## config.mk

```make
export PLATFORM = sky130hd
export DESIGN_NAME = octo_seq
export DESIGN_NICKNAME = d
export VERILOG_FILES = /design/src/rtl/oseq_pkg.sv /design/src/rtl/oseq_decode.sv /design/src/rtl/oseq_advance.sv /design/src/rtl/oseq_state_reg.sv /design/src/rtl/octo_seq.sv
export SDC_FILE = /design/constraint.sdc
export NUM_CORES = 1
export LEC_CHECK = 0
export BUFFER_PORTS_ARGS = -buffer_cell sky130_fd_sc_hd__buf_2
export CAP_MARGIN = 10
export CELL_PAD_IN_SITES_DETAIL_PLACEMENT = 0
export CELL_PAD_IN_SITES_GLOBAL_PLACEMENT = 1
export CORE_AREA = 10 10 47 49
export CTS_CLUSTER_DIAMETER = 120
export DETAILED_ROUTE_END_ITERATION = 8
export DIE_AREA = 0 0 57 59
export HOLD_SLACK_MARGIN = 0.06
export PLACE_DENSITY = 0.54
export SYNTH_ARGS = -nofsm -noshare
export SYNTH_HDL_FRONTEND = slang
export SYNTH_SLANG_ARGS = --single-unit
```

## constraint.sdc

```tcl
create_clock -name clk_i -period 1.5 [get_ports clk_i]
set_input_delay 0.15 -clock clk_i [delete_from_list [all_inputs] [get_ports clk_i]]
set_output_delay 0.15 -clock clk_i [all_outputs]
set_load 0.005 [all_outputs]
```

## src/rtl/oseq_pkg.sv

```systemverilog
package oseq_pkg;

  typedef enum logic [1:0] {
    ENC_BIN     = 2'd0,
    ENC_GRAY    = 2'd1,
    ENC_JOHNSON = 2'd2,
    ENC_ONEHOT  = 2'd3
  } enc_e;

  localparam int unsigned NSTATE = 8;
  localparam int unsigned IDXW   = $clog2(NSTATE);
  localparam int unsigned JW     = NSTATE / 2;
  localparam int unsigned MAXW   = NSTATE;

  // Flop count needed by each encoding.
  function automatic int unsigned code_width(enc_e e);
    case (e)
      ENC_BIN, ENC_GRAY: return IDXW;
      ENC_JOHNSON:       return JW;
      default:           return NSTATE;
    endcase
  endfunction

  // Codes with no unused patterns need no legality test.
  function automatic bit is_dense(enc_e e);
    return (e == ENC_BIN) || (e == ENC_GRAY);
  endfunction

  // State number -> code, zero-extended to MAXW bits.
  function automatic logic [MAXW-1:0] encode(enc_e e, logic [IDXW-1:0] i);
    logic [MAXW-1:0] r;
    int iv;
    r  = '0;
    iv = int'(i);
    case (e)
      ENC_BIN:  r = MAXW'(i);
      ENC_GRAY: r = MAXW'(i ^ (i >> 1));
      ENC_JOHNSON: begin
        for (int j = 0; j < int'(JW); j++) begin
          r[j] = (iv > j) && (iv <= j + int'(JW));
        end
      end
      default: r[i] = 1'b1;
    endcase
    return r;
  endfunction

  // Code -> state number. Illegal codes give some number whose
  // re-encoding differs from the code.
  function automatic logic [IDXW-1:0] decode(enc_e e, logic [MAXW-1:0] c);
    logic [IDXW-1:0] r;
    int unsigned ones;
    r    = '0;
    ones = 0;
    case (e)
      ENC_BIN: r = c[IDXW-1:0];
      ENC_GRAY: begin
        r[IDXW-1] = c[IDXW-1];
        for (int b = int'(IDXW) - 2; b >= 0; b--) begin
          r[b] = r[b+1] ^ c[b];
        end
      end
      ENC_JOHNSON: begin
        for (int b = 0; b < int'(JW); b++) begin
          if (c[b]) ones++;
        end
        r = c[JW-1] ? IDXW'(NSTATE - ones) : IDXW'(ones);
      end
      default: begin
        for (int b = int'(MAXW) - 1; b >= 0; b--) begin
          if (c[b]) r = IDXW'(b);
        end
      end
    endcase
    return r;
  endfunction

endpackage

```

## src/rtl/oseq_decode.sv

```systemverilog
module oseq_decode
  import oseq_pkg::*;
#(
  parameter enc_e ENC = ENC_GRAY,
  localparam int unsigned CW = code_width(ENC)
) (
  input  logic [CW-1:0]   code_i,
  output logic [IDXW-1:0] idx_o,
  output logic            legal_o
);

  logic [MAXW-1:0] code_ext;
  assign code_ext = MAXW'(code_i);
  assign idx_o    = decode(ENC, code_ext);

  if (is_dense(ENC)) begin : g_dense
    assign legal_o = 1'b1;
  end else begin : g_sparse
    logic [CW-1:0] back_code;
    assign back_code = CW'(encode(ENC, idx_o));
    assign legal_o   = (back_code == code_i);
  end

endmodule

```

## src/rtl/oseq_advance.sv

```systemverilog
module oseq_advance
  import oseq_pkg::*;
#(
  parameter enc_e ENC = ENC_GRAY,
  localparam int unsigned CW = code_width(ENC)
) (
  input  logic [IDXW-1:0] idx_i,
  output logic [CW-1:0]   next_code_o,
  output logic            wrap_o
);

  logic [IDXW-1:0] idx_nxt;

  assign wrap_o      = (idx_i == IDXW'(NSTATE - 1));
  assign idx_nxt     = wrap_o ? '0 : idx_i + 1'b1;
  assign next_code_o = CW'(encode(ENC, idx_nxt));

endmodule

```

## src/rtl/oseq_state_reg.sv

```systemverilog
module oseq_state_reg #(
  parameter int unsigned CW = 3,
  parameter logic [CW-1:0] RST_CODE = '0
) (
  input  logic          clk_i,
  input  logic          rst_ni,
  input  logic          load_i,
  input  logic [CW-1:0] load_code_i,
  input  logic          recover_i,
  input  logic          adv_i,
  input  logic [CW-1:0] adv_code_i,
  output logic [CW-1:0] q_o
);

  logic [CW-1:0] d;

  always_comb begin
    d = q_o;
    if (load_i)         d = load_code_i;
    else if (recover_i) d = RST_CODE;
    else if (adv_i)     d = adv_code_i;
  end

  always_ff @(posedge clk_i or negedge rst_ni) begin
    if (!rst_ni) q_o <= RST_CODE;
    else         q_o <= d;
  end

endmodule

```

## src/rtl/octo_seq.sv

```systemverilog
module octo_seq
  import oseq_pkg::*;
#(
  parameter enc_e ENC = ENC_GRAY,
  localparam int unsigned CW = code_width(ENC)
) (
  input  logic            clk_i,
  input  logic            rst_ni,
  input  logic            step_i,
  input  logic            force_i,
  input  logic [CW-1:0]   force_code_i,
  output logic [CW-1:0]   code_o,
  output logic [IDXW-1:0] idx_o,
  output logic            illegal_o
);

  localparam logic [CW-1:0] ZERO_CODE = CW'(encode(ENC, '0));

  logic [CW-1:0]   cur_code;
  logic [CW-1:0]   inc_code;
  logic [IDXW-1:0] cur_idx;
  logic            cur_legal;
  logic            wrap_w;
  logic            recover_w;
  logic            adv_w;

  oseq_decode #(.ENC(ENC)) u_decode (
    .code_i (cur_code),
    .idx_o  (cur_idx),
    .legal_o(cur_legal)
  );

  oseq_advance #(.ENC(ENC)) u_advance (
    .idx_i      (cur_idx),
    .next_code_o(inc_code),
    .wrap_o     (wrap_w)
  );

  assign recover_w = !cur_legal && !force_i;
  assign adv_w     = cur_legal && step_i && !force_i;

  oseq_state_reg #(.CW(CW), .RST_CODE(ZERO_CODE)) u_state (
    .clk_i      (clk_i),
    .rst_ni     (rst_ni),
    .load_i     (force_i),
    .load_code_i(force_code_i),
    .recover_i  (recover_w),
    .adv_i      (adv_w),
    .adv_code_i (inc_code),
    .q_o        (cur_code)
  );

  assign code_o    = cur_code;
  assign idx_o     = cur_legal ? cur_idx : '0;
  assign illegal_o = !cur_legal;

endmodule

```

==> flow_summary_export.csv <==
group,metric,value,unit
status,status,"complete, no violations",
floorplanning,core.rowCount,14,
placement,dp.cells,45,
final_layout,final_cell_mix,"12 x buf_2, 3 x dfrtp_1, 3 x clkbuf_4",
synth,synth.cell_area,188,sq um
final_layout,num_antenna_cells,0,
setup_path,max_stage_delay,0.41,ns
sta,finalSetupViolations,0,
clocking,cts_buffers,3,
clocking,postCtsSetupBuffers,0,
final_layout,layout.nets,42,
clocking,root_buffer,"clkbuf_4",
sta,fmax,782,MHz
sta,period_share,0.852,
grt,grt-ovfl-total,0,
setup_path,worstSetupPathType,"reg2out",
clocking,post_cts_resize_count,0,
floorplanning,core-area,1400,sq um
synth,synthTopCellsByArea,"dfrtp_1 40%, mux2i_1 11%, xnor2_2 8.7%",
routing,drcViolationCount,0,
routing,wl,533,um
setup_path,crit_arrival,1.13,ns
floorplanning,die_area,3360,sq um
synth,ys_seq_area_frac,0.400,
floorplanning,start_util,0.134,
sta,fin_skew,0.00170,ns
setup_path,cp_max_fo,4,
final_layout,syn_to_final_growth,54.0,%
hold_path,hold_class,"in2reg",
clocking,clockBufferDepth,2,
grt,grt_max_degree,7,
grt,grt_pass1_vias,196,
setup_path,reg2reg_depth,3,
clocking,cts_sinks,3,
sta,finalHoldViolCount,0,
synth,synthCells,19,
routing,vias,166,
synth,yosysWarnings,0,
setup_path,cp-end-kind,"primary output",
clocking,cts_hold_buf,1,
final_layout,seqCellArea,75.1,sq um
routing,dr.pass1.iters,4,
synth,ys_types,13,
sta,setup_ws,0.222,ns
synth,netlist.area_leader.share,0.400,
grt,grt_pass1_wl,821,um
setup_path,crit_required,1.35,ns
flow_run,cap_violations,0,
final_layout,drive_gt1_frac,0.471,
floorplanning,die_w,57,um
routing,wl_per_cell,10.7,um
routing,ant_nets,0,
final_layout,fillers,172,
synth,synth_nets,26,
final_layout,mostFrequentLayoutCell,"buf_2",
clocking,clkTransAtPathRegs,0.04,ns
sta,slew_viol_final,0,
synth,synth_area_leader_cell,"dfrtp_1",
grt,antenna_found_initial,0,
sta,rsz0062_at_grt,"false",
placement,dpl_worst_slack,0.446,ns
setup_path,crit_slowest_cell,"dfrtp_1",
clocking,h-tree-depth,1,
clocking,insertion_delay,0.23,ns
final_layout,fin_cells,50,
floorplanning,die_height,59,um
synth,syn_avg_cell_area,9.88,sq um
placement,portBuffers,12,
clocking,cts_tree,"done",
sta,setup_tns,0,ns
pwr,peakVddDrop,362,uV
final_layout,multi_input_area,93.8,sq um
pwr,p_per_area,1170,nW/um^2
hold_path,hold-path-cell-count,3,
grt,gr-usage-all-layers,0.0342,
sta,period_needed,1.28,ns
setup_path,crit_chain,"xnor2_2 > xnor2_1 > buf_2",
placement,gp_congestion,0.677,
synth,ys_seq_elements,3,
setup_path,worstSetupStartpointType,"flop",
pwr,total_power,340,uW
routing,avgViaCountPerCell,3.32,
routing,drtIter0Drc,14,
pwr,leakage,0.155,nW
floorplanning,ioPinCount,14,
==> area by class of cell <==
type | count | share of cell area
clock buffer | 4 | 0.0909
inverter | 1 | 0.0130
tap | 16 | 0.0693
multi-input combinational | 13 | 0.325
sequential | 3 | 0.260
timing repair buffer | 13 | 0.242
==> per-layer routing <==
layer / wire length (um) / track usage / vias up
li1: - / - / 91
met3: 88 / 0.0322 / 0
met5: 0 / 0 / -
met1: 301 / 0.0418 / 62
met4: 0 / 0.0403 / 0
met2: 142 / 0.0264 / 13
==> critical path, delay by kind of cell (launching register included) <==
kind / cells / cell delay, ns
xor gates and xnor gates: 2 / 0.35
buffers and inverters: 1 / 0.13
DFF: 1 / 0.41
==> cell families after synthesis <==
| family | synth area share |
|---|---|
| DFF | 0.400 |
| AOI/OAI and AO/OA | 0.167 |
| xor gates and xnor gates | 0.133 |
| buffers and inverters | 0.100 |
| and+or+nand+nor | 0.0734 |
| other | 0.0200 |
| muxes | 0.107 |
==> metrics by stage <==
stage,hold slack (ns),cell area [sq um],utilization
2_1_floorplan,-0.146,188,-
3_3_place_gp,-0.0495,253,0.180
3_5_place_dp,-0.0484,253,0.180
4_1_cts,0.124,289,0.206
5_1_grt,0.113,289,0.206
6_report,0.132,289,0.206
==> synthesized netlist by cell type <==
cell	instances
dfrtp_1	3
buf_4	2
mux2i_1	2
nand2_1	2
o21ai_1	2
a21o_1	1
a21oi_1	1
a311oi_1	1
conb_1	1
inv_1	1
nand2b_1	1
xnor2_1	1
xnor2_2	1
==> final timing paths <==
check	start	end	slack [ns]
min in group asynchronous	rst_ni	async pin	0.25
setup / recovery	flop	idx_o[0]	0.22
setup reg to reg	u_state.q_o[0]	flop	0.53
max in group asynchronous	rst_ni	u_state.q_o[0]	1.14
hold reg to reg	flop	flop	0.66
hold / removal	force_code_i[2]	flop	0.13
==> power breakdown <==
part	total (mW)	leakage [nW]	switching, mW	internal (mW)
logic	0.0937	0.103	0.0400	0.0537
registers	0.107	0.0361	0.0159	0.0914
clock network	0.139	0.0150	0.0390	0.0995
No activity file was read; power rests on OpenSTA's default activity.
